### config.mk
export PLATFORM = sky130hd
export DESIGN_NAME = i2c_buf_irq
export DESIGN_NICKNAME = d
export VERILOG_FILES = /design/src/rtl/i2cbi_pkg.sv /design/src/rtl/i2cbi_byte_fifo.sv /design/src/rtl/i2cbi_flush_ctl.sv /design/src/rtl/i2cbi_irq_status.sv /design/src/rtl/i2c_buf_irq.sv
export SDC_FILE = /design/constraint.sdc
export NUM_CORES = 1
export LEC_CHECK = 0
export BUFFER_PORTS_ARGS = -buffer_cell sky130_fd_sc_hd__buf_2
export CAP_MARGIN = 10
export CORE_UTILIZATION = 50
export CTS_BUF_LIST = sky130_fd_sc_hd__clkbuf_4
export CTS_CLUSTER_SIZE = 20
export DETAILED_ROUTE_END_ITERATION = 6
export PLACE_DENSITY = 0.84
export SETUP_SLACK_MARGIN = 0.4
export SLEW_MARGIN = 20
export SYNTH_ARGS = -nofsm -noshare
export SYNTH_HDL_FRONTEND = slang
export SYNTH_SLANG_ARGS = --single-unit
### constraint.sdc
create_clock -name clk -period 2.7 [get_ports clk]
set_clock_uncertainty 0.05 [all_clocks]
set_input_delay 0.405 -clock clk [delete_from_list [all_inputs] [get_ports clk]]
set_output_delay 0.405 -clock clk [all_outputs]
set_load 0.01 [all_outputs]
### src/rtl/i2cbi_pkg.sv
package i2cbi_pkg;
   localparam int STAT_W = 32;

   // status bit positions; the engine-side decoder relies on these
   localparam int BIT_TX_EMPTY  = 0;
   localparam int BIT_TX_NEMPTY = 1;
   localparam int BIT_TX_FULL   = 2;
   localparam int BIT_TX_OVR    = 3;
   localparam int BIT_RX_EMPTY  = 4;
   localparam int BIT_RX_NFULL  = 5;
   localparam int BIT_RX_FULL   = 6;
   localparam int BIT_DONE      = 19;
   localparam int BIT_ARB       = 24;
   localparam int BIT_BERR      = 25;
   localparam int BIT_DONE_NS   = 28;

   localparam logic [STAT_W-1:0] CLEARABLE   = 32'h131F_007F;
   localparam logic [STAT_W-1:0] MASK_IMPL   = 32'h1FFF_FFFF;
   localparam logic [STAT_W-1:0] STICKY_MASK = 32'h1308_0008;
   localparam logic [STAT_W-1:0] LEVEL_MASK  = 32'h0000_0077;
endpackage

### src/rtl/i2cbi_byte_fifo.sv
module i2cbi_byte_fifo #(
   parameter  int DEPTH = 16,
   parameter  int DW    = 8,
   localparam int AW    = $clog2(DEPTH),
   localparam int LW    = AW + 1
) (
   input  logic          clk,
   input  logic          rst_n,
   input  logic          clear,
   input  logic          push,
   input  logic [DW-1:0] wdata,
   input  logic          pop,
   output logic [DW-1:0] rdata,
   output logic [LW-1:0] level,
   output logic          full,
   output logic          empty
);
   logic [DW-1:0] mem [DEPTH];
   logic [AW-1:0] wr_ptr, rd_ptr;
   logic [LW-1:0] cnt;
   logic          do_push, do_pop;

   assign full    = (cnt == LW'(DEPTH));
   assign empty   = (cnt == '0);
   assign do_push = push & ~full;
   assign do_pop  = pop & ~empty;
   assign rdata   = mem[rd_ptr];
   assign level   = cnt;

   always_ff @(posedge clk or negedge rst_n) begin
      if (!rst_n) begin
         wr_ptr <= '0;
         rd_ptr <= '0;
         cnt    <= '0;
      end else if (clear) begin
         wr_ptr <= '0;
         rd_ptr <= '0;
         cnt    <= '0;
      end else begin
         if (do_push) wr_ptr <= wr_ptr + AW'(1);
         if (do_pop)  rd_ptr <= rd_ptr + AW'(1);
         case ({do_push, do_pop})
            2'b10:   cnt <= cnt + LW'(1);
            2'b01:   cnt <= cnt - LW'(1);
            default: cnt <= cnt;
         endcase
      end
   end

   always_ff @(posedge clk) begin
      if (do_push && !clear) mem[wr_ptr] <= wdata;
   end
endmodule

### src/rtl/i2cbi_flush_ctl.sv
module i2cbi_flush_ctl #(
   parameter int CYCLES = 4
) (
   input  logic clk,
   input  logic rst_n,
   input  logic req,
   output logic busy
);
   generate
      if (CYCLES <= 1) begin : g_single
         always_ff @(posedge clk or negedge rst_n) begin
            if (!rst_n) busy <= 1'b0;
            else        busy <= req;
         end
      end else begin : g_count
         localparam int CW = $clog2(CYCLES);
         logic [CW-1:0] remain;
         always_ff @(posedge clk or negedge rst_n) begin
            if (!rst_n) begin
               busy   <= 1'b0;
               remain <= '0;
            end else if (req) begin
               busy   <= 1'b1;
               remain <= CW'(CYCLES - 1);
            end else if (busy) begin
               if (remain == '0) busy <= 1'b0;
               else              remain <= remain - CW'(1);
            end
         end
      end
   endgenerate
endmodule

### src/rtl/i2cbi_irq_status.sv
module i2cbi_irq_status
   import i2cbi_pkg::*;
(
   input  logic              clk,
   input  logic              rst_n,
   input  logic [STAT_W-1:0] level_vec,
   input  logic [STAT_W-1:0] set_vec,
   input  logic              clr_wr,
   input  logic [STAT_W-1:0] clr_wdata,
   input  logic              mask_wr,
   input  logic [STAT_W-1:0] mask_wdata,
   output logic [STAT_W-1:0] raw,
   output logic [STAT_W-1:0] mask_q,
   output logic [STAT_W-1:0] masked,
   output logic              irq
);
   logic [STAT_W-1:0] sticky_q;
   logic [STAT_W-1:0] clr_eff;

   assign clr_eff = clr_wr ? (clr_wdata & CLEARABLE) : '0;

   // set has priority over a clear landing in the same cycle
   always_ff @(posedge clk or negedge rst_n) begin
      if (!rst_n) sticky_q <= '0;
      else        sticky_q <= ((sticky_q & ~clr_eff) | set_vec) & STICKY_MASK;
   end

   always_ff @(posedge clk or negedge rst_n) begin
      if (!rst_n)       mask_q <= '0;
      else if (mask_wr) mask_q <= mask_wdata & MASK_IMPL;
   end

   assign raw    = sticky_q | (level_vec & LEVEL_MASK);
   assign masked = raw & mask_q;
   assign irq    = |masked;
endmodule

### src/rtl/i2c_buf_irq.sv
module i2c_buf_irq
   import i2cbi_pkg::*;
#(
   parameter  int DEPTH        = 16,
   parameter  int MAX_TH       = 15,
   parameter  int FLUSH_CYCLES = 4,
   localparam int LW           = $clog2(DEPTH) + 1,
   localparam int TH_W         = $clog2(MAX_TH + 1)
) (
   input  logic              clk,
   input  logic              rst_n,
   input  logic [TH_W-1:0]   tx_thresh,
   input  logic [TH_W-1:0]   rx_thresh,
   input  logic              host_tx_push,
   input  logic [7:0]        host_tx_data,
   input  logic              host_rx_pop,
   output logic [7:0]        host_rx_data,
   input  logic              eng_tx_pop,
   output logic [7:0]        eng_tx_data,
   input  logic              eng_rx_push,
   input  logic [7:0]        eng_rx_data,
   input  logic              tx_flush_req,
   input  logic              rx_flush_req,
   output logic              tx_flush_busy,
   output logic              rx_flush_busy,
   output logic [LW-1:0]     tx_level,
   output logic [LW-1:0]     rx_level,
   input  logic              ev_done,
   input  logic              ev_done_nostop,
   input  logic              ev_arb_lost,
   input  logic              ev_bus_err,
   input  logic              mask_wr,
   input  logic [STAT_W-1:0] mask_wdata,
   output logic [STAT_W-1:0] mask_q,
   input  logic              clr_wr,
   input  logic [STAT_W-1:0] clr_wdata,
   output logic [STAT_W-1:0] raw_status,
   output logic [STAT_W-1:0] masked_status,
   output logic              irq
);
   generate
      if (DEPTH < 2 || (DEPTH & (DEPTH - 1)) != 0) begin : g_bad_depth
         $error("DEPTH must be a power of two of at least 2");
      end
      if (MAX_TH >= DEPTH) begin : g_bad_th
         $error("MAX_TH must be below DEPTH");
      end
      if (FLUSH_CYCLES < 1) begin : g_bad_flush
         $error("FLUSH_CYCLES must be at least 1");
      end
   endgenerate

   logic tx_full, tx_empty, rx_full, rx_empty;
   logic tx_push_ok, tx_pop_ok, rx_push_ok, rx_pop_ok, tx_ovr;
   logic [STAT_W-1:0] lvl_vec, set_vec;

   // busy queues drop every access, including the overrun record
   assign tx_push_ok = host_tx_push & ~tx_flush_busy;
   assign tx_pop_ok  = eng_tx_pop   & ~tx_flush_busy;
   assign rx_push_ok = eng_rx_push  & ~rx_flush_busy;
   assign rx_pop_ok  = host_rx_pop  & ~rx_flush_busy;
   assign tx_ovr     = tx_push_ok & tx_full;

   i2cbi_flush_ctl #(.CYCLES(FLUSH_CYCLES)) u_tx_flush (
      .clk(clk), .rst_n(rst_n), .req(tx_flush_req), .busy(tx_flush_busy));

   i2cbi_flush_ctl #(.CYCLES(FLUSH_CYCLES)) u_rx_flush (
      .clk(clk), .rst_n(rst_n), .req(rx_flush_req), .busy(rx_flush_busy));

   i2cbi_byte_fifo #(.DEPTH(DEPTH), .DW(8)) u_tx_q (
      .clk(clk), .rst_n(rst_n), .clear(tx_flush_req),
      .push(tx_push_ok), .wdata(host_tx_data),
      .pop(tx_pop_ok), .rdata(eng_tx_data),
      .level(tx_level), .full(tx_full), .empty(tx_empty));

   i2cbi_byte_fifo #(.DEPTH(DEPTH), .DW(8)) u_rx_q (
      .clk(clk), .rst_n(rst_n), .clear(rx_flush_req),
      .push(rx_push_ok), .wdata(eng_rx_data),
      .pop(rx_pop_ok), .rdata(host_rx_data),
      .level(rx_level), .full(rx_full), .empty(rx_empty));

   always_comb begin
      lvl_vec                = '0;
      lvl_vec[BIT_TX_EMPTY]  = tx_empty;
      lvl_vec[BIT_TX_NEMPTY] = (tx_level <= LW'(tx_thresh));
      lvl_vec[BIT_TX_FULL]   = tx_full;
      lvl_vec[BIT_RX_EMPTY]  = rx_empty;
      lvl_vec[BIT_RX_NFULL]  = (rx_level >= LW'(rx_thresh));
      lvl_vec[BIT_RX_FULL]   = rx_full;

      set_vec                = '0;
      set_vec[BIT_TX_OVR]    = tx_ovr;
      set_vec[BIT_DONE]      = ev_done;
      set_vec[BIT_DONE_NS]   = ev_done_nostop;
      set_vec[BIT_ARB]       = ev_arb_lost;
      set_vec[BIT_BERR]      = ev_bus_err;
   end

   i2cbi_irq_status u_stat (
      .clk(clk), .rst_n(rst_n),
      .level_vec(lvl_vec), .set_vec(set_vec),
      .clr_wr(clr_wr), .clr_wdata(clr_wdata),
      .mask_wr(mask_wr), .mask_wdata(mask_wdata),
      .raw(raw_status), .mask_q(mask_q),
      .masked(masked_status), .irq(irq));
endmodule

==> flow_metrics.env <==
export IMPL_synthToLayoutAreaGrowth_pct=30.08
export IMPL_clock_buffers_created_by_tritoncts=82
export IMPL_worst_pin_slew_ns=0.7200
export IMPL_timing_max_cap_violations=0
export IMPL_syn_instance_count=810
export IMPL_worst_endpoint_arrival_ns=2.79
export IMPL_route_detailed_vias_per_inst=5.477
export IMPL_maximum_number_of_pins_on_one_net_before_global_route_repair=36
export IMPL_die_height_um=169.0
export IMPL_critical_path_startpoint_type="register"
export IMPL_ys_ff_latch=322
export IMPL_synth_main_ff_cell="sky130_fd_sc_hd__edfxtp_1"
export IMPL_largest_delay_contributor_family_on_the_critical_path="simple AND/OR/NAND/NOR gates"
export IMPL_global_route_usage_total_pct=23.44
export IMPL_cpPeakStageDelay_ns=0.51
export IMPL_detailedRoute_firstPassIterationCount=5
export IMPL_async_flop_share_pct=20.50
export IMPL_syn_avg_cell_area_um2=17.21
export IMPL_drt_first_iter_violations=502
export IMPL_final_setup_tns_ns=-5.581
export IMPL_wl_mm=32.74
export IMPL_dpl_worst_slack_ns=0.1209
export IMPL_maxSlewHeadroom_pct=52.00
export IMPL_hold_violations=0
export IMPL_min_delay_path_depth=1
export IMPL_path_buf_inv=1
export IMPL_number_of_antenna_violations_at_the_first_check_in_global_routing=1
export IMPL_ir_drop_uv=366.1
export IMPL_nNetsFinal=1299
export IMPL_maxClockFrequency_mhz=308.0
export IMPL_synth_yosys_seq_area_share_pct=66.99
export IMPL_placement_row_count=60
export IMPL_rsz0062_at_grt="yes"
export IMPL_route_detailed_drc=0
export IMPL_port_buffers=151
export IMPL_area_of_the_core_um2=27180
export IMPL_drive_above_1_share_pct=47.88
export IMPL_timing_hold_ws_ns=0.06898
export IMPL_netlist_area_before_placement_um2=13940
export IMPL_layout_worst_path_cycle_share_pct=120.3
export IMPL_data_required_time_of_the_critical_path_ns=2.25
export IMPL_leakage_nw=6.799
export IMPL_postLayoutSetupSlackWorst_ns=-0.5468
export IMPL_drv_slew=0
export IMPL_area_sequential_um2=9349
export IMPL_finish_utilization_pct=66.73
export IMPL_synthDistinctLibCells=63
export IMPL_clk_latency_worst_skew_pair_ns=0.71
export IMPL_dieWidth_um=169.0
export IMPL_via_count=8758
export IMPL_timing_setup_critical_path_class="register to output port"
export IMPL_cts_root_buffer="sky130_fd_sc_hd__clkbuf_4"
export IMPL_antenna_left=0
export IMPL_cts_num_sinks=322
export IMPL_crit_path_max_fanout=3
export IMPL_htreeDepth=3
export IMPL_r2r_worst_path_cells=9
export IMPL_number_of_global_route_vias_before_repair=9280
export IMPL_globalRoute_totalOverflow=0
export IMPL_synth_enable_flop_cells=256
export IMPL_worst_path_max_delay_cell="sky130_fd_sc_hd__or4_1"
export IMPL_setup_worst_path_end_class="output port"
export IMPL_cts_tree="built"
export IMPL_multiInputGateArea_um2=4604
export IMPL_failing_checks="negative setup slack"
export IMPL_crit_path_frequent_cell="sky130_fd_sc_hd__or4_4"
export IMPL_place_hpwl_mm=19.54
export IMPL_outcome="complete, but fails checks"
export IMPL_final_layout_fill_cell_count=1787
export IMPL_powerDensity_nw_per_um2=595.9
export IMPL_initial_core_util_pct=51.30
export IMPL_final_period_minus_worst_setup_slack_ns=3.247
export IMPL_timing_hold_worst_class="primary input to register"
export IMPL_clock_path_buffers=3
export IMPL_cp_num_cells=5
export IMPL_path_cells="and2_4 -> or4_1 -> or4_4 -> or4_4 -> buf_6"
export IMPL_count_of_yosys_warnings_during_synthesis=0
export IMPL_io_pins=227
export IMPL_routedWlPerCell_um=20.48
export IMPL_grt_first_pass_wirelength_mm=50.40
export IMPL_clk_pin_slew_ns=0.06
export IMPL_floorplan_die_area_um2=28550
export IMPL_finalSetupViolations=20
export IMPL_gp_congestion=0.8548
-- Yosys cell counts, types with 7 or more instances --
| cell type | count | area, µm² |
|---|---|---|
| sky130_fd_sc_hd__a21oi_1 | 11 | 55.05 |
| sky130_fd_sc_hd__and2_1 | 7 | 43.79 |
| sky130_fd_sc_hd__and3_1 | 7 | 43.79 |
| sky130_fd_sc_hd__buf_2 | 14 | 70.07 |
| sky130_fd_sc_hd__buf_4 | 49 | 367.9 |
| sky130_fd_sc_hd__clkbuf_1 | 22 | 82.58 |
| sky130_fd_sc_hd__dfrtp_1 | 66 | 1652 |
| sky130_fd_sc_hd__edfxtp_1 | 256 | 7687 |
| sky130_fd_sc_hd__ha_1 | 24 | 300.3 |
| sky130_fd_sc_hd__inv_1 | 20 | 75.07 |
| sky130_fd_sc_hd__mux2_2 | 31 | 349.1 |
| sky130_fd_sc_hd__mux2i_1 | 8 | 80.08 |
| sky130_fd_sc_hd__mux4_2 | 80 | 1802 |
| sky130_fd_sc_hd__nand2_1 | 14 | 52.55 |
| sky130_fd_sc_hd__nand2b_1 | 14 | 87.58 |
| sky130_fd_sc_hd__nand3_1 | 11 | 55.05 |
| sky130_fd_sc_hd__nand3b_1 | 7 | 52.55 |
| sky130_fd_sc_hd__nor2_1 | 60 | 225.2 |
| sky130_fd_sc_hd__nor2b_1 | 7 | 43.79 |
| sky130_fd_sc_hd__o21ai_0 | 9 | 45.04 |
| sky130_fd_sc_hd__xnor2_1 | 9 | 78.83 |
| sky130_fd_sc_hd__xor2_1 | 8 | 70.07 |
-- cells in the final DEF, fill, tap and decap left out, types with 5 or more instances in the layout --
cell                              n
sky130_fd_sc_hd__nand2b_1        14
sky130_fd_sc_hd__o21ai_0          6
sky130_fd_sc_hd__buf_8            8
sky130_fd_sc_hd__clkinv_1        11
sky130_fd_sc_hd__nor2_4          13
sky130_fd_sc_hd__nand3_1         11
sky130_fd_sc_hd__mux2i_1          7
sky130_fd_sc_hd__clkbuf_4       118
sky130_fd_sc_hd__ha_1            14
sky130_fd_sc_hd__o211ai_1         6
sky130_fd_sc_hd__dfrtp_2          8
sky130_fd_sc_hd__edfxtp_1       256
sky130_fd_sc_hd__inv_1           18
sky130_fd_sc_hd__nor2_1          44
sky130_fd_sc_hd__buf_2          128
sky130_fd_sc_hd__nand2_1         10
sky130_fd_sc_hd__ha_4             6
sky130_fd_sc_hd__dlygate4sd3_1   55
sky130_fd_sc_hd__a21oi_1          7
sky130_fd_sc_hd__nand3b_1         7
sky130_fd_sc_hd__buf_6           54
sky130_fd_sc_hd__nor2b_1          6
sky130_fd_sc_hd__buf_12           6
sky130_fd_sc_hd__o21ai_1          5
sky130_fd_sc_hd__buf_4           70
sky130_fd_sc_hd__mux4_2          80
sky130_fd_sc_hd__conb_1          45
sky130_fd_sc_hd__xnor2_1          8
sky130_fd_sc_hd__and3_1           6
sky130_fd_sc_hd__and2_4           5
sky130_fd_sc_hd__dfrtp_1         58
sky130_fd_sc_hd__a211o_1          6
sky130_fd_sc_hd__xor2_1           8
sky130_fd_sc_hd__mux2_2          29
-- report_power, final --
group / switching [mW] / leakage (nW) / internal, mW
clock network: 1.97 / 0.597 / 2.02
registers: 0.0898 / 3.10 / 5.46
logic: 0.638 / 3.10 / 0.628
total: 2.69 / 6.80 / 8.11
-- worst paths after layout --
| kind | startpoint | to | slack (ns) |
|---|---|---|---|
| worst min register to register | u_tx_flush.g_count.remain[1] | u_tx_flush.g_count.remain[1] | 0.44 |
| worst max register to register | u_tx_q.level[0] | u_tx_q.level[2] | 0.06 |
| worst min-delay path | host_tx_data[6] | u_tx_q.mem[13][6] | 0.07 |
| worst max-delay path | u_stat.sticky_q[28] | irq | -0.55 |
| max in group asynchronous | rst_n | u_tx_q.rd_ptr[0] | 1.77 |
| min in group asynchronous | rst_n | u_stat.mask_q[28] | 0.18 |
-- sequential cells by signal, summed over array words and instances, names as in the netlist --
name	cells
u_tx_flush.g_count.remain	2
u_rx_flush.g_count.remain	2
u_tx_q.rd_ptr	4
u_tx_flush.busy	1
u_stat.sticky_q	5
u_rx_q.mem	128
u_tx_q.wr_ptr	4
u_tx_q.level	5
u_rx_q.rd_ptr	4
u_stat.mask_q	29
u_rx_q.level	5
u_tx_q.mem	128
u_rx_flush.busy	1
u_rx_q.wr_ptr	4
-- layout make-up --
type	instances	area share (%)
inverters	20	0.4140
repair buffers	324	14.60
multi-input cells	423	25.39
flip-flops and latches	322	51.55
clock inverters	19	0.5796
clock buffers	118	4.885
well taps	372	2.567
diodes	1	0.01380
-- through the flow --
stage	instances	power, mW	cell area, µm²
after detailed placement	1355	6.572	15410
after floorplan	854	6.234	14180
final	1599	10.81	18130
after CTS	1582	10.76	17690
after global placement	1355	6.538	15410
after global routing	1599	11.25	18130
-- layer usage --
layer,routed length (µm),vias up,track usage [%],part of all wire (%)
met2,16270,468,38.70,50
met5,0,-,0,0
met3,2762,63,6.640,8.4
li1,-,3847,-,-
met1,12920,4380,29.93,39
met4,790,0,8.108,2.4
-- logic make-up after synthesis --
family	count (synthesis)	share of synthesized area, %
flip-flops	322	66.99
AND/OR/NAND/NOR	155	6.058
multiplexers	121	16.16
buffers and inverters	109	4.380
AO/OA/AOI/OAI	61	3.159
adder cells (fa/ha/maj)	24	2.154
XOR/XNOR	17	1.068
other	1	0.02690
-- timing repair --
action	in CTS	in global routing
resized for setup	88	76
hold buffers	55	0
setup buffers	32	16
endpoints found under the hold margin	210	0
pin swaps	20	30
cloned	3	0
endpoints found under the setup margin	116	123
(Power assumes the default switching activity.)
